<file path="src/rtl/sdram_seq_pkg.sv">
package sdram_seq_pkg;

  typedef enum logic [3:0] {
    CMD_MRS = 4'b0000,
    CMD_REF = 4'b0001,
    CMD_PRE = 4'b0010,
    CMD_ACT = 4'b0011,
    CMD_WR  = 4'b0100,
    CMD_RD  = 4'b0101,
    CMD_NOP = 4'b0111
  } cmd_e;

  typedef enum logic [3:0] {
    ST_OFF, ST_IPRE, ST_IREF, ST_MRS, ST_IDLE, ST_REF,
    ST_ACT, ST_RD, ST_WR, ST_PRE, ST_WAIT
  } state_e;

  // fixed device timing, in clocks
  localparam int unsigned T_RP       = 3;   // precharge to next command
  localparam int unsigned T_RCD      = 2;   // activate to column command
  localparam int unsigned CAS_LAT    = 2;
  localparam int unsigned BURST_LEN  = 4;
  localparam int unsigned T_RDL      = 1;   // last read beat to precharge
  localparam int unsigned T_WR       = 1;   // idle cycles after last write beat
  localparam int unsigned T_RFC_GAP  = 7;   // NOP cycles after a refresh
  localparam int unsigned INIT_REFS  = 8;
  localparam int unsigned REF_RELOAD = 16;
  localparam int unsigned AP_BIT     = 10;  // precharge-all / auto-precharge pin

  localparam int unsigned RD_TO_PRE = CAS_LAT + BURST_LEN - 1 + T_RDL;
  localparam int unsigned WR_TO_PRE = BURST_LEN - 1 + T_WR + 1;
  localparam logic [2:0]  MR_BL     = 3'($clog2(BURST_LEN));
  localparam logic [2:0]  MR_CL     = 3'(CAS_LAT);

endpackage

</file>
<file path="src/rtl/sdram_ref_timer.sv">
module sdram_ref_timer #(
  parameter int unsigned RELOAD = 16
) (
  input  logic clk_i,
  input  logic rst_ni,
  input  logic en_i,
  input  logic tick_i,
  input  logic take_i,
  output logic pend_o
);
  localparam int unsigned CNT_W = $clog2(RELOAD);

  logic [CNT_W-1:0] cnt_q;
  logic             pend_q;
  logic             expire;

  assign expire = en_i && tick_i && (cnt_q == '0);
  assign pend_o = pend_q;

  always_ff @(posedge clk_i or negedge rst_ni) begin
    if (!rst_ni) begin
      cnt_q  <= CNT_W'(RELOAD - 1);
      pend_q <= 1'b0;
    end else begin
      if (en_i && tick_i)
        cnt_q <= (cnt_q == '0) ? CNT_W'(RELOAD - 1) : cnt_q - 1'b1;
      pend_q <= (pend_q && !take_i) || expire;
    end
  end

  assert_pend_after_tick_R12: assert property (@(posedge clk_i) disable iff (!rst_ni)
    $rose(pend_q) |-> $past(tick_i && en_i));

endmodule

</file>
<file path="src/rtl/sdram_data_timer.sv">
module sdram_data_timer #(
  parameter int unsigned CL = 2,
  parameter int unsigned BL = 4
) (
  input  logic clk_i,
  input  logic rst_ni,
  input  logic rd_issue_i,
  input  logic wr_issue_i,
  output logic rd_valid_o,
  output logic wr_en_o
);
  localparam int unsigned CNT_W = $clog2(BL);

  logic [CL-1:0]    rd_dly_q;
  logic [CNT_W-1:0] rd_cnt_q, wr_cnt_q;
  logic             rd_first;

  generate
    if (CL == 1) begin : g_cl1
      always_ff @(posedge clk_i or negedge rst_ni)
        if (!rst_ni) rd_dly_q <= '0;
        else         rd_dly_q <= rd_issue_i;
    end else begin : g_cln
      always_ff @(posedge clk_i or negedge rst_ni)
        if (!rst_ni) rd_dly_q <= '0;
        else         rd_dly_q <= {rd_dly_q[CL-2:0], rd_issue_i};
    end
  endgenerate

  assign rd_first   = rd_dly_q[CL-1];
  assign rd_valid_o = rd_first || (rd_cnt_q != '0);
  assign wr_en_o    = wr_issue_i || (wr_cnt_q != '0);

  always_ff @(posedge clk_i or negedge rst_ni) begin
    if (!rst_ni) begin
      rd_cnt_q <= '0;
      wr_cnt_q <= '0;
    end else begin
      if (rd_first)            rd_cnt_q <= CNT_W'(BL - 1);
      else if (rd_cnt_q != '0) rd_cnt_q <= rd_cnt_q - 1'b1;
      if (wr_issue_i)          wr_cnt_q <= CNT_W'(BL - 1);
      else if (wr_cnt_q != '0) wr_cnt_q <= wr_cnt_q - 1'b1;
    end
  end

  assert_rd_valid_cas_R8: assert property (@(posedge clk_i) disable iff (!rst_ni)
    $rose(rd_valid_o) |-> $past(rd_issue_i, 2));

endmodule

</file>
<file path="src/rtl/sdram_seq_fsm.sv">
module sdram_seq_fsm
  import sdram_seq_pkg::*;
#(
  parameter int unsigned ROW_W  = 11,
  parameter int unsigned COL_W  = 8,
  parameter int unsigned BANK_W = 1
) (
  input  logic              clk_i,
  input  logic              rst_ni,
  input  logic              start_i,
  input  logic              req_valid_i,
  input  logic              req_we_i,
  input  logic [BANK_W-1:0] req_bank_i,
  input  logic [ROW_W-1:0]  req_row_i,
  input  logic [COL_W-1:0]  req_col_i,
  input  logic              ref_pend_i,
  output logic              ref_take_o,
  output logic              init_done_o,
  output logic              busy_o,
  output cmd_e              cmd_o,
  output logic [ROW_W-1:0]  addr_o,
  output logic [BANK_W-1:0] ba_o,
  output logic              rd_issue_o,
  output logic              wr_issue_o
);
  localparam int unsigned WCNT_W = 4;
  localparam int unsigned IREF_W = $clog2(INIT_REFS);
  localparam logic [WCNT_W-1:0] W_IPRE = WCNT_W'(T_RP - 2);
  localparam logic [WCNT_W-1:0] W_IREF = WCNT_W'(T_RFC_GAP - 1);
  localparam logic [WCNT_W-1:0] W_REF  = WCNT_W'(T_RFC_GAP - 2);
  localparam logic [WCNT_W-1:0] W_ACT  = WCNT_W'(T_RCD - 2);
  localparam logic [WCNT_W-1:0] W_RD   = WCNT_W'(RD_TO_PRE - 2);
  localparam logic [WCNT_W-1:0] W_WR   = WCNT_W'(WR_TO_PRE - 2);
  localparam logic [WCNT_W-1:0] W_PRE  = WCNT_W'(T_RP - 3);
  localparam logic [ROW_W-1:0]  MODE_WORD = ROW_W'({MR_CL, 1'b0, MR_BL});
  localparam logic [ROW_W-1:0]  AP_MASK   = ROW_W'(1) << AP_BIT;

  state_e              state_q, state_d, ret_q, ret_d;
  logic [WCNT_W-1:0]   wcnt_q, wcnt_d;
  logic [IREF_W-1:0]   iref_q, iref_d;
  logic                done_q;
  logic                lat_we_q;
  logic [BANK_W-1:0]   lat_bank_q;
  logic [ROW_W-1:0]    lat_row_q;
  logic [COL_W-1:0]    lat_col_q;
  logic                accept;

  assign accept      = (state_q == ST_IDLE) && !ref_pend_i && req_valid_i;
  assign ref_take_o  = (state_q == ST_IDLE) && ref_pend_i;
  assign busy_o      = (state_q != ST_IDLE) || ref_pend_i;
  assign init_done_o = done_q;
  assign rd_issue_o  = (state_q == ST_RD);
  assign wr_issue_o  = (state_q == ST_WR);

  always_comb begin
    state_d = state_q;
    ret_d   = ret_q;
    wcnt_d  = wcnt_q;
    iref_d  = iref_q;
    unique case (state_q)
      ST_OFF:  if (start_i) state_d = ST_IPRE;
      ST_IPRE: begin
        state_d = ST_WAIT; wcnt_d = W_IPRE; ret_d = ST_IREF; iref_d = '0;
      end
      ST_IREF: begin
        iref_d = iref_q + 1'b1;
        if (iref_q == IREF_W'(INIT_REFS - 1)) begin
          state_d = ST_WAIT; wcnt_d = W_IREF; ret_d = ST_MRS;
        end
      end
      ST_MRS:  state_d = ST_IDLE;
      ST_IDLE: begin
        if (ref_pend_i)       state_d = ST_REF;
        else if (req_valid_i) state_d = ST_ACT;
      end
      ST_REF: begin state_d = ST_WAIT; wcnt_d = W_REF; ret_d = ST_IDLE; end
      ST_ACT: begin
        state_d = ST_WAIT; wcnt_d = W_ACT; ret_d = lat_we_q ? ST_WR : ST_RD;
      end
      ST_RD:  begin state_d = ST_WAIT; wcnt_d = W_RD;  ret_d = ST_PRE;  end
      ST_WR:  begin state_d = ST_WAIT; wcnt_d = W_WR;  ret_d = ST_PRE;  end
      ST_PRE: begin state_d = ST_WAIT; wcnt_d = W_PRE; ret_d = ST_IDLE; end
      ST_WAIT: begin
        if (wcnt_q == '0) state_d = ret_q;
        else              wcnt_d  = wcnt_q - 1'b1;
      end
      default: state_d = ST_OFF;
    endcase
  end

  always_ff @(posedge clk_i or negedge rst_ni) begin
    if (!rst_ni) begin
      state_q    <= ST_OFF;
      ret_q      <= ST_OFF;
      wcnt_q     <= '0;
      iref_q     <= '0;
      done_q     <= 1'b0;
      lat_we_q   <= 1'b0;
      lat_bank_q <= '0;
      lat_row_q  <= '0;
      lat_col_q  <= '0;
    end else begin
      state_q <= state_d;
      ret_q   <= ret_d;
      wcnt_q  <= wcnt_d;
      iref_q  <= iref_d;
      if (state_q == ST_MRS) done_q <= 1'b1;
      if (accept) begin
        lat_we_q   <= req_we_i;
        lat_bank_q <= req_bank_i;
        lat_row_q  <= req_row_i;
        lat_col_q  <= req_col_i;
      end
    end
  end

  always_comb begin
    cmd_o  = CMD_NOP;
    addr_o = '0;
    ba_o   = '0;
    unique case (state_q)
      ST_IPRE, ST_PRE: begin cmd_o = CMD_PRE; addr_o = AP_MASK; end
      ST_IREF, ST_REF: cmd_o = CMD_REF;
      ST_MRS: begin cmd_o = CMD_MRS; addr_o = MODE_WORD; end
      ST_ACT: begin cmd_o = CMD_ACT; addr_o = lat_row_q; ba_o = lat_bank_q; end
      ST_RD:  begin cmd_o = CMD_RD; addr_o = ROW_W'(lat_col_q); ba_o = lat_bank_q; end
      ST_WR:  begin cmd_o = CMD_WR; addr_o = ROW_W'(lat_col_q); ba_o = lat_bank_q; end
      default: ;
    endcase
  end

  // cycles since the last refresh command, saturating; checker support
  logic [3:0] since_ref_q;
  always_ff @(posedge clk_i or negedge rst_ni) begin
    if (!rst_ni)                since_ref_q <= 4'hf;
    else if (cmd_o == CMD_REF)  since_ref_q <= 4'h0;
    else if (since_ref_q != 4'hf) since_ref_q <= since_ref_q + 4'h1;
  end

  assert_pre_to_act_R11: assert property (@(posedge clk_i) disable iff (!rst_ni)
    (cmd_o == CMD_ACT) |-> ($past(cmd_o) != CMD_PRE && $past(cmd_o, 2) != CMD_PRE));

  assert_act_to_col_R7: assert property (@(posedge clk_i) disable iff (!rst_ni)
    (cmd_o == CMD_RD || cmd_o == CMD_WR) |-> ($past(cmd_o, 2) == CMD_ACT && $past(cmd_o) == CMD_NOP));

  assert_ref_quiet_R13: assert property (@(posedge clk_i) disable iff (!rst_ni)
    (cmd_o == CMD_ACT || cmd_o == CMD_MRS) |-> (since_ref_q >= 4'(T_RFC_GAP)));

  assert_busy_in_init_R1: assert property (@(posedge clk_i) disable iff (!rst_ni)
    !init_done_o |-> (busy_o && cmd_o != CMD_ACT && cmd_o != CMD_RD && cmd_o != CMD_WR));

endmodule

</file>
<file path="src/rtl/sdram_cmd_seq.sv">
module sdram_cmd_seq
  import sdram_seq_pkg::*;
#(
  parameter int unsigned ROW_W  = 11,
  parameter int unsigned COL_W  = 8,
  parameter int unsigned BANK_W = 1,
  localparam int unsigned ADDR_W = BANK_W + ROW_W + COL_W
) (
  input  logic              clk_i,
  input  logic              rst_ni,
  input  logic              start_i,
  input  logic              req_valid_i,
  input  logic              req_we_i,
  input  logic [ADDR_W-1:0] req_addr_i,
  input  logic              ref_tick_i,
  output logic [3:0]        cmd_o,
  output logic [ROW_W-1:0]  addr_o,
  output logic [BANK_W-1:0] ba_o,
  output logic              busy_o,
  output logic              init_done_o,
  output logic              rd_valid_o,
  output logic              wr_en_o
);
  logic ref_pend, ref_take, rd_issue, wr_issue;
  cmd_e cmd;

  assign cmd_o = cmd;

  sdram_ref_timer #(.RELOAD(REF_RELOAD)) u_ref_timer (
    .clk_i, .rst_ni,
    .en_i   (init_done_o),
    .tick_i (ref_tick_i),
    .take_i (ref_take),
    .pend_o (ref_pend)
  );

  sdram_seq_fsm #(.ROW_W(ROW_W), .COL_W(COL_W), .BANK_W(BANK_W)) u_fsm (
    .clk_i, .rst_ni, .start_i, .req_valid_i, .req_we_i,
    .req_bank_i  (req_addr_i[ADDR_W-1 -: BANK_W]),
    .req_row_i   (req_addr_i[COL_W +: ROW_W]),
    .req_col_i   (req_addr_i[COL_W-1:0]),
    .ref_pend_i  (ref_pend),
    .ref_take_o  (ref_take),
    .init_done_o,
    .busy_o,
    .cmd_o       (cmd),
    .addr_o,
    .ba_o,
    .rd_issue_o  (rd_issue),
    .wr_issue_o  (wr_issue)
  );

  sdram_data_timer #(.CL(CAS_LAT), .BL(BURST_LEN)) u_data_timer (
    .clk_i, .rst_ni,
    .rd_issue_i (rd_issue),
    .wr_issue_i (wr_issue),
    .rd_valid_o,
    .wr_en_o
  );

endmodule

</file>
<file path="config.mk">
export PLATFORM = sky130hd
export DESIGN_NAME = sdram_cmd_seq
export DESIGN_NICKNAME = d
export VERILOG_FILES = /design/src/rtl/sdram_seq_pkg.sv /design/src/rtl/sdram_ref_timer.sv /design/src/rtl/sdram_data_timer.sv /design/src/rtl/sdram_seq_fsm.sv /design/src/rtl/sdram_cmd_seq.sv
export SDC_FILE = /design/constraint.sdc
export NUM_CORES = 1
export LEC_CHECK = 0
export ABC_AREA = 1
export BUFFER_PORTS_ARGS = -buffer_cell sky130_fd_sc_hd__buf_2
export CAP_MARGIN = 25
export CORE_MARGIN = 2
export CORE_UTILIZATION = 45
export DETAILED_ROUTE_END_ITERATION = 8
export PLACE_DENSITY_LB_ADDON = 0.1
export SKIP_LAST_GASP = 1
export SLEW_MARGIN = 10
export SYNTH_ARGS = -nofsm -noshare
export SYNTH_HDL_FRONTEND = slang
export SYNTH_SLANG_ARGS = --single-unit
export TNS_END_PERCENT = 20
</file>
<file path="constraint.sdc">
create_clock -name clk_i -period 3.9 [get_ports clk_i]
set_clock_uncertainty 0.2 [all_clocks]
set_input_delay 0.78 -clock clk_i [delete_from_list [all_inputs] [get_ports clk_i]]
set_output_delay 0.78 -clock clk_i [all_outputs]
set_load 0.005 [all_outputs]
</file>
---- After elaboration in Yosys (flattened, before gate mapping) ----
Cells that the tools add are included.
word-level totals
  register bits after elaboration ......... 48
  bits of input ports ..................... 26
  output and inout bits ................... 20
  word-level logic and storage cells ...... 89
operators by class
  add/subtract/negate cells ............... 5
  equal/unequal tests ..................... 17
  multiplexer cells ....................... 21
  reduce and logical (&&, ||, !) cells .... 32
operators with widths
  cell                   number
  $pmux W11 S4           1
  $mux W4                10
  $pmux W4 S7            1
  $pmux W4 S6            1
  $pmux W4 S5            1
  $pmux W3 S6            1
  $eq A4 B3 Y1 const B   4
  $eq A4 B4 Y1 const B   3
  $logic_not A4 Y1       3
  $reduce_bool A2 Y1     5
  $reduce_or A2 Y1       5
  $eq A4 B2 Y1 const B   2
  $mux W2                4
  $sub A4 B1 Y4 const B  2
  $reduce_bool A7 Y1     1
  $logic_and A1 B1 Y1    6
  $pmux W3 S2            1
  $reduce_or A6 Y1       1
  $reduce_bool A5 Y1     1
  $eq A4 B1 Y1 const B   1
  $logic_or A1 B1 Y1     4
  $ne A2 B1 Y1 const B   2
  $ne A2 B2 Y1 const B   2
  $ne A4 B3 Y1 const B   1
  other kinds (10)       12

---- Longest topological paths before layout ----
Gate-level depths: netlist of run 1.
  word-level depth ........................ 5
  gate-level depth with buffers ........... 9
  gate-level depth less buffers ........... 9

---- Modules after synthesis ----
From an unflattened synthesis of run 1, not the netlist that was laid out.
unflattened totals
  cell total of the unflattened synthesis .. 342
  area, all modules ....................... 2,571.2 um^2
modules (own cells, without submodules)
  module            instances  cells each  area an instance (um^2)  sequential area each (um^2)
  sdram_seq_fsm     1          282         2,050.7                  925.9
  sdram_data_timer  1          32          275.3                    150.1
  sdram_ref_timer   1          28          245.2                    130.1

---- Worst setup path before layout of run 1 ----
No wires, ideal clock.
  path type ............................... reg-to-output
  from .................................... reg u_fsm.state_q[2]
  to ...................................... out addr_o[5]
  data arrival time ....................... 1.173 ns
  required time ........................... 2.920 ns
  slack ................................... 1.747 ns
  stages on the path, launching flop included .. 8
  buffers on the path ..................... 1
  cells stage by stage .................... dfrtp_1 > inv_2 > nor2_8 > nand2_1 > inv_1 > buf_4 > a22oi_1 > nand2_1
on the way
  cells in the longest elaborated chain, start to end .. 3
  elaborated cells between the ends (all ways) .. 9
  those cells by class .................... eq/ne (6); mux (1); reduce/logical (2)
RTL lines
  element                                     line                  RTL
  start: declaration                          sdram_seq_fsm.sv:38   state_e state_q, state_d, ret_q, ret_d;
  start signal: assignment                    sdram_seq_fsm.sv:103  state_q <= state_d;
  $eq A4 B4 Y1, or another cell as far along  sdram_seq_fsm.sv:121  unique case (state_q)
  $reduce_or A2 Y1, on equally long branches  --
  $pmux W11 S4 (*)                            sdram_seq_fsm.sv:121
  end: declaration                            sdram_cmd_seq.sv:17   output logic [ROW_W-1:0] addr_o,
Every way passes the cells marked *; elsewhere a longest branch is shown, timed or not.

---- Worst setup path in the final report of run 1 ----
  from .................................... reg u_fsm.state_q[1]
  to ...................................... out addr_o[5]
Same word-level chain as after synthesis.

==> impl_metrics.toml, run 1 <==
[run_status]
run_status = "completed"

[routing]
via_count = 2113
drt_iter0_markers = 75
vias_per_cell = 4.88
drc = 0
wl_per_cell_microns = 12.2
antenna_left = 0
routed_wirelength_mm = 5.28
dr.pass1.iters = 4

[floorplan]
std_cell_rows = 27
start_util = 0.467
die_area_sq_um = 6380
fp.dieW_microns = 79.9
core_sq_um = 5540
io_pins = 46
die_h_microns = 79.9

[cts]
hold_buffers = 0
clkTransAtPathRegs_ns = 0.09
cts_tree = "yes"
clockBufferDepth = 2
clock_latency_ns = 0.30
htreeDepth = 2
cts.sinks = 48
postCtsSetupBuffers = 0
cts_buffers = 5
ctsResizeCount = 0
cts-root-buf = "clkbuf_8"

[synthesis]
synth.distinct_cells = 31
ys_warn_count = 0
syn_inst = 316
yosys-top-cells-area = "dfrtp_1 (43%), nand2_1 (14%), nand3_1 (6.2%)"
avgSynthCellArea_sq_um = 8.20
synth_top_cell_by_area = "dfrtp_1"
synth_top_area_share = 0.425
synthesis.nets = 349
syn_area_sq_um = 2590
ys_seq_area_frac = 0.466
ys_ff_latch = 48

[power]
power_switching_mw = 0.981
leakage_nw = 1.74
power_frac_comb = 0.491
intPower_mw = 1.23
pwr-share-seq = 0.377
power.density_nw_per_um2 = 753
vdd_drop_max_uv = 355
p_sw_frac = 0.444
clkPwrFrac = 0.131

[sta]
relSlewSlack = 0.521
worst_pin_slew_ns = 0.718
hold_viol = 0
post-route-period-util = 0.729
fmax_mhz = 352
drv_slew = 0
setup_viol = 0
worst_hold_slack_ns = 0.155
rsz0062_at_grt = "false"
finalCriticalPeriod_ns = 2.84
tns_ns = 0

[critical_path]
path_max_fanout = 13
path_class = "flip-flop to output port"
reg2reg_slack_ns = 1.96
cp_num_buf_inv = 3
crit_path_top_delay_cell = "dfrtp_1"
critical-path-top-delay-family = "buffers and inverters"
cpPeakStageDelay_ns = 0.43
crit_path_start_kind = "flip-flop"
worstPathArrival_ns = 1.86
required_ns = 2.92
cp-end-kind = "output port"
path_cells = "inv_1 -> nor2_4 -> nand2_1 -> inv_1 -> a22oi_1 -> nand2_1 -> buf_2"

[global_route]
grt_pass1_wl_mm = 9.37
grtUsageTotal = 0.188
grt_max_degree = 33
antenna_found_initial = 0
first_global_vias = 2068
grt-ovfl-total = 0

[cells_and_area]
stdcell_count = 433
utilization = 0.529
multi_input_area_sq_um = 1180
final_nets = 393
drive_above_1_share = 0.230
seq_area_sq_um = 1210
area_delta_synth_final_pct = 13.2
stdcell_area_sq_um = 2930
antenna_cells = 0
fill_cells = 559

[placed_design]
dpl_cell_area_sq_um = 2850
hpwl_mm = 3.92
gp_congestion = 0.824
dp_cells = 425
io_buffers = 44

[min_path]
hp-class = "flip-flop to flip-flop"

[flow_run]
max-cap-violations = 0
## power by group through the flow
stage	Sequential (mW)	Combinational (mW)	Clock [mW]
2_1_floorplan	0.817	0.836	0
4_1_cts	0.833	1.10	0.302
5_1_grt	0.858	1.26	0.323
6_report	0.833	1.08	0.290
3_3_place_gp	0.840	1.08	0
3_5_place_dp	0.841	1.10	0
## worst reg2reg max path: cells and delay by family, from the launching register on
kind                   cells  cell delay (ns)
buffers and inverters      2             0.48
DFF                        1             0.43
and+or+nand+nor            7             0.73
## worst paths after layout
kind / startpoint / endpoint / cells past startpoint
worst max register to register: u_fsm.state_q[1] / u_fsm.wcnt_q[0] / 9
worst max-delay path: u_fsm.state_q[1] / addr_o[5] / 7
min in group asynchronous: rst_ni / u_data_timer.wr_cnt_q[0] / 1
max in group asynchronous: rst_ni / u_ref_timer.cnt_q[1] / 2
worst min-delay path: u_data_timer.rd_dly_q[0] / u_data_timer.rd_dly_q[1] / 0
worst min register to register: u_data_timer.rd_dly_q[0] / u_data_timer.rd_dly_q[1] / 0
## area by class of cell
type,instances,area share
flip-flops and latches,48,0.411
multi-input cells,221,0.401
repair buffers,45,0.0777
inverters,39,0.0499
well taps,72,0.0307
clock buffers,6,0.0248
clock inverters,2,0.00427
## registers in the layout (all words and copies together) (netlist names)
name and flops:
u_fsm.lat_row_q 11, u_fsm.lat_col_q 8, u_fsm.ret_q 4, u_fsm.state_q 4, u_fsm.wcnt_q 4, u_ref_timer.cnt_q 4, u_fsm.iref_q 3, u_data_timer.rd_cnt_q 2
u_data_timer.rd_dly_q 2, u_data_timer.wr_cnt_q 2, u_fsm.init_done_o 1, u_fsm.lat_bank_q 1, u_fsm.lat_we_q 1, u_ref_timer.pend_o 1
## metrics by stage
step                setup slack (ns)  power [mW]
global route                   0.837        2.44
global placement                1.42        1.92
floorplan                       1.75        1.65
CTS                             1.04        2.24
detailed placement              1.39        1.94
finish                          1.06        2.21
## routing by layer
metal / routed length (microns) / track usage / part of all wire / up-vias
met5: 0 / 0 / 0 / -
met4: 67 / 0.0508 / 0.013 / 0
met3: 182 / 0.0385 / 0.034 / 7
met2: 2510 / 0.313 / 0.48 / 33
met1: 2520 / 0.249 / 0.48 / 981
li1: - / - / - / 1092
## logic make-up after synthesis
| kind of cell | after synthesis | synth area share |
|---|---|---|
| AND/OR/NAND/NOR | 175 | 0.322 |
| flip-flops | 48 | 0.466 |
| buffers and inverters | 47 | 0.0802 |
| AO/OA/AOI/OAI | 36 | 0.0903 |
| adder cells (fa/ha/maj) | 7 | 0.0338 |
| XOR/XNOR | 2 | 0.00676 |
| other | 1 | 0.00145 |
## layout by cell type (no fill, tap or decap), types with 2 or more instances in the layout
master	synthesis	routed
nand2_4	5	5
nor2_1	22	22
dfstp_2	4	4
buf_2	1	44
nor2_8	2	2
o21ai_0	10	10
nand4_1	3	3
nand2_2	4	4
ha_1	7	7
a22o_1	8	8
nor2_4	5	5
inv_2	4	4
a21oi_2	3	3
dfrtp_1	44	44
nand3_1	32	32
nor2_2	2	2
nand2_1	99	99
a21oi_1	9	9
xor2_1	2	2
inv_1	35	35
clkbuf_8	0	5
## cell usage after synthesis
cell / count
a21oi_1: 9
a21oi_2: 3
a22o_1: 8
a22oi_1: 1
buf_2: 1
buf_4: 4
buf_6: 2
clkbuf_1: 1
conb_1: 1
dfrtp_1: 44
dfstp_2: 4
ha_1: 7
inv_1: 35
inv_2: 4
nand2_1: 99
nand2_2: 4
nand2_4: 5
nand3_1: 32
nand3_2: 1
nand4_1: 3
nor2_1: 22
nor2_2: 2
nor2_4: 5
nor2_8: 2
o211ai_1: 1
o21a_1: 1
o21ai_0: 10
o21ai_1: 1
o21ai_2: 1
o22ai_1: 1
xor2_1: 2
Power figures use the tool's default switching activity.
==> inputs of run 2 (changes only) <==
clock period = 2.3 ns   (was 3.9 ns; I/O delays follow)
==> impl_metrics.toml, run 2 (synthesized netlist as in run 1, its figures left out) <==
[run_status]
run_status = "completed"

[placed_design]
dpl_cell_area_sq_um = 2880
hpwl_mm = 4.16
io_buffers = 44
gp_congestion = 0.906

[power]
leakage_nw = 1.85
vdd_drop_max_uv = 547
power.density_nw_per_um2 = 1320

[cells_and_area]
fill_cells = 545
utilization = 0.566
final_nets = 408
area_delta_synth_final_pct = 21.2
layout_commonest_cell = "nand2_1"
antenna_cells = 0
largestRegisters = "u_fsm.lat_row_q: 11 flops, u_fsm.lat_col_q: 8 flops"
largest-register = "u_fsm.lat_row_q"
largest_reg_flops = 11
final_cell_mix = "nand2_1 (95), buf_2 (44), dfrtp_1 (40), inv_1 (32), nand3_1 (31)"
stdcell_area_sq_um = 3140
drive_above_1_share = 0.293

[routing]
wl_per_cell_microns = 13.0
routed_wirelength_mm = 5.81
drc = 0
antenna_left = 0
via_count = 2220
dr.pass1.iters = 4
drt_iter0_markers = 103
vias_per_cell = 4.96

[critical_path]
path_class = "flip-flop to output port"
cp_num_buf_inv = 3
cpPeakStageDelay_ns = 0.49
r2r_start = "u_fsm.state_q[3]"
crit_path_top_delay_cell = "dfrtp_2"
worstPathArrival_ns = 1.61
critical-path-top-delay-family = "simple AND/OR/NAND/NOR gates"
required_ns = 1.64
cp-end-kind = "output port"
reg2reg_slack_ns = 0.51
crit_path_start_kind = "flip-flop"
path_max_fanout = 6
path_cells = "inv_4 -> nor2_4 -> nand2_4 -> nand2_1 -> inv_1 -> nand4_1 -> nand3_1 -> buf_2"
crit_start = "u_fsm.state_q[3]"
r2r_end = "u_fsm.wcnt_q[0]"
ff2ff_path_depth = 9

[floorplan]
std_cell_rows = 27
io_pins = 46
die_h_microns = 79.9
core_sq_um = 5540
die_area_sq_um = 6380
fp.dieW_microns = 79.9
start_util = 0.467

[min_path]
hp-start = "u_data_timer.rd_dly_q[0]"
whs_path_depth = 0
hp-class = "flip-flop to flip-flop"
holdPathEnd = "u_data_timer.rd_dly_q[1]"

[global_route]
first_global_vias = 2046
grtUsageMet3 = 0.0362
antenna_found_initial = 0
grt_max_degree = 26
globalRouteMet1Util = 0.250
grt-ovfl-total = 0
gr-usage-met2 = 0.323
grt_pass1_wl_mm = 9.43
busiest_layer = "met2"
grtUsageTotal = 0.190

[cts]
cts-root-buf = "clkbuf_8"
clockBufferDepth = 2
htreeDepth = 2
cts_tree = "yes"
cts_buffers = 5
clkTransAtPathRegs_ns = 0.09
clock_latency_ns = 0.30
cts.sinks = 48

[sta]
worst_pin_slew_ns = 0.554
relSlewSlack = 0.631
hold_viol = 0
fmax_mhz = 441
rsz0062_at_grt = "true"
drv_slew = 0
setup_viol = 0
post-route-period-util = 0.986
finalCriticalPeriod_ns = 2.27

[flow_run]
max-cap-violations = 0
[run 2: cell count changes in the layout (fill, tap and decap cells not counted), sizes merged]
cell / delta
buf: +14
bufinv: +1
clkinvlp: -1
dlygate4sd3: +1
[run 2: area by class of cell]
class | count | area (sq um) | area share
Sequential cell | 48 | 1210 | 0.386
Clock buffer | 6 | 72.6 | 0.0231
Timing Repair Buffer | 60 | 343 | 0.109
Multi-Input combinational cell | 221 | 1230 | 0.393
Tap cell | 72 | 90.1 | 0.0287
Clock inverter | 2 | 35.0 | 0.0112
Inverter | 39 | 154 | 0.0490
[run 2: power breakdown]
part | internal (mW) | switching, mW | total [mW] | leakage, nW
sequential | 1.20 | 0.244 | 1.45 | 0.592
clock | 0.323 | 0.282 | 0.605 | 0.0552
combinational | 0.816 | 1.26 | 2.08 | 1.20
[run 2: stage by stage]
step                instances  hold WS, ns  worst slack [ns]  setup TNS (ns)  total power [mW]
detailed placement        429        0.136             0.157               0              3.31
finish                    448        0.155            0.0321               0              4.13
global route              448        0.157           -0.0751          -0.163              4.50
CTS                       439        0.155           -0.0103         -0.0103              3.99
global placement          429        0.134             0.133               0              3.27
floorplan                 316      -0.0356             0.467               0              2.80
[run 2: worst reg2reg max path, stage by stage (launching register included)]
cell	delay, ns
dfrtp_2	0.49
inv_4	0.10
nor2_4	0.05
buf_4	0.14
nand2_4	0.11
nor2_1	0.05
nor2_1	0.28
nand2_2	0.13
nand2_1	0.07
nand2_1	0.05
[run 2: worst max path at each step]
stage	endpoint	slack, ns	cells past startpoint
2_1_floorplan	addr_o[5]	0.47	7
6_report	cmd_o[1]	0.03	8
3_5_place_dp	addr_o[5]	0.16	7
3_3_place_gp	addr_o[1]	0.13	7
5_1_grt	cmd_o[1]	-0.08	8
4_1_cts	cmd_o[1]	-0.01	8
[run 2: repair_timing]
| item | in CTS | in global routing |
|---|---|---|
| pin swaps | 1 | 7 |
| hold buffers | 1 | 0 |
| setup endpoints to repair | 12 | 12 |
| setup buffers | 1 | 9 |
| endpoints found under the hold margin | 20 | 0 |
| gates resized for setup | 13 | 10 |
| gates cloned | 0 | 0 |
[run 2: layer usage]
layer / part of all wire / vias up / routed length, microns
li1: - / 1118 / -
met1: 0.44 / 1021 / 2580
met2: 0.49 / 66 / 2870
met3: 0.042 / 15 / 244
met4: 0.020 / 0 / 115
met5: 0 / - / 0
==> inputs of run 3 (changes only) <==
GPL_TIMING_DRIVEN = 0   (was default)
==> impl_metrics.toml, run 3 (synthesized netlist as in run 1, its figures left out) <==
[power]
leakage_nw = 1.89
power.density_nw_per_um2 = 1300
intPower_mw = 2.42
p_sw_frac = 0.418
power_switching_mw = 1.74
vdd_drop_max_uv = 637
clkPwrFrac = 0.158
pwr-share-seq = 0.345
power_frac_comb = 0.497

[routing]
drc = 0
dr.pass1.iters = 4
vias_per_cell = 4.79
via_count = 2162
antenna_left = 0
wl_per_cell_microns = 11.9
routed_wirelength_mm = 5.37
drt_iter0_markers = 53

[critical_path]
r2r_start = "u_fsm.state_q[3]"
reg2reg_slack_ns = 0.50
worstPathArrival_ns = 1.61
path_max_fanout = 9
crit_path_start_kind = "flip-flop"
required_ns = 1.64
ff2ff_path_depth = 9
r2r_end = "u_fsm.wcnt_q[0]"
crit_start = "u_fsm.state_q[2]"
setup.worst_path.end = "addr_o[1]"
cp-end-kind = "output port"
path_class = "flip-flop to output port"

[sta]
fmax_mhz = 441
post-route-period-util = 0.987
setup_viol = 0
finalCriticalPeriod_ns = 2.27
drv_slew = 0
rsz0062_at_grt = "true"
hold_viol = 0
setup_slack_ns = 0.0302

[cts]
cts_tree = "yes"
clock_latency_ns = 0.30
cts.sinks = 48
clockBufferDepth = 2
cts-root-buf = "clkbuf_8"
clkTransAtPathRegs_ns = 0.08
cts_buffers = 5
htreeDepth = 2

[cells_and_area]
antenna_cells = 0
layout_commonest_cell = "nand2_1"
area_delta_synth_final_pct = 23.7
stdcell_area_sq_um = 3200
largest_reg_flops = 11
largest-register = "u_fsm.lat_row_q"
final_nets = 411
largestRegisters = "u_fsm.lat_row_q: 11 flops, u_fsm.lat_col_q: 8 flops"
final_cell_mix = "nand2_1 (95), buf_2 (44), dfrtp_1 (40), nand3_1 (32), inv_1 (31)"
drive_above_1_share = 0.298

[floorplan]
fp.dieW_microns = 79.9
std_cell_rows = 27
die_area_sq_um = 6380
core_sq_um = 5540
start_util = 0.467
die_h_microns = 79.9
io_pins = 46

[placed_design]
place_ws_ns = 0.119
dpl_cell_area_sq_um = 2920
io_buffers = 43
hpwl_mm = 3.95
gp_congestion = 0.824

[global_route]
grtUsageTotal = 0.182
grt_max_degree = 35
grt_pass1_wl_mm = 9.04
first_global_vias = 2087
antenna_found_initial = 0
grt-ovfl-total = 0

[flow_run]
max-cap-violations = 0

[run_status]
run_status = "completed"

[min_path]
hp-start = "u_data_timer.rd_dly_q[0]"
hp-class = "flip-flop to flip-flop"
## run 3: cell count changes in the layout (fill, tap and decap cells not counted), moves of 2 or more
| cell | change |
|---|---|
| nand2_2 | -2 |
| buf_8 | +2 |
| buf_4 | -2 |
| nand2_4 | +3 |
| clkbuf_8 | +2 |
## run 3: final cells by class
cell class              count  area, sq um
well taps                  72         90.1
repair buffers             55          320
clock buffers               7         96.3
flip-flops and latches     48         1210
fillers                   521         2340
multi-input cells         221         1230
plain buffers               8         72.6
inverters                  39          154
clock inverters             1         30.0
## run 3: power groups by stage
stage / clock network, mW / registers [mW] / logic (mW)
floorplan: 0 / 1.39 / 1.42
global placement: 0 / 1.42 / 1.83
detailed placement: 0 / 1.43 / 1.86
CTS: 0.673 / 1.43 / 1.96
global route: 0.716 / 1.47 / 2.37
finish: 0.659 / 1.44 / 2.07
## run 3: layer usage
layer | up-vias | GRT usage | part of all wire
met3 | 8 | 0.0362 | 0.034
met5 | - | 0 | 0
li1 | 1127 | - | -
met4 | 0 | 0.0661 | 0.014
met1 | 985 | 0.230 | 0.46
met2 | 42 | 0.308 | 0.49
## run 3: how the worst min path moves through the flow
stage / to / slack (ns) / cells past startpoint
floorplan: u_data_timer.rd_cnt_q[0] / -0.04 / 0
global placement: u_data_timer.rd_dly_q[1] / 0.13 / 0
detailed placement: u_data_timer.rd_dly_q[1] / 0.13 / 0
CTS: u_data_timer.rd_dly_q[1] / 0.15 / 0
global route: u_fsm.lat_col_q[4] / 0.18 / 3
finish: u_data_timer.rd_dly_q[1] / 0.15 / 0
## run 3: critical path, stage by stage (launching register included)
cell and delay, ns:
dfrtp_2 0.46, inv_4 0.07, nor2_8 0.19, nand2_4 0.09, inv_4 0.09, buf_8 0.13
nand2_1 0.05, nand3_1 0.09, buf_2 0.12
## run 3: stage by stage
stage / instances / hold slack, ns / TNS, ns / util / power (mW)
2_1_floorplan: 316 / -0.0356 / 0 / - / 2.80
3_3_place_gp: 431 / 0.133 / 0 / 0.523 / 3.26
4_1_cts: 445 / 0.154 / -0.00555 / 0.564 / 4.06
6_report: 451 / 0.152 / 0 / 0.578 / 4.16
5_1_grt: 451 / 0.178 / -0.508 / 0.578 / 4.56
3_5_place_dp: 432 / 0.135 / 0 / 0.526 / 3.29
## run 3: repair_timing
| action | 4_1_cts | 5_1_grt |
|---|---|---|
| pin swaps | 3 | 8 |
| endpoints found under the hold margin | 14 | 0 |
| hold buffers | 1 | 0 |
| buffers inserted | 4 | 6 |
| setup endpoints to repair | 12 | 12 |
| gates resized for setup | 17 | 10 |
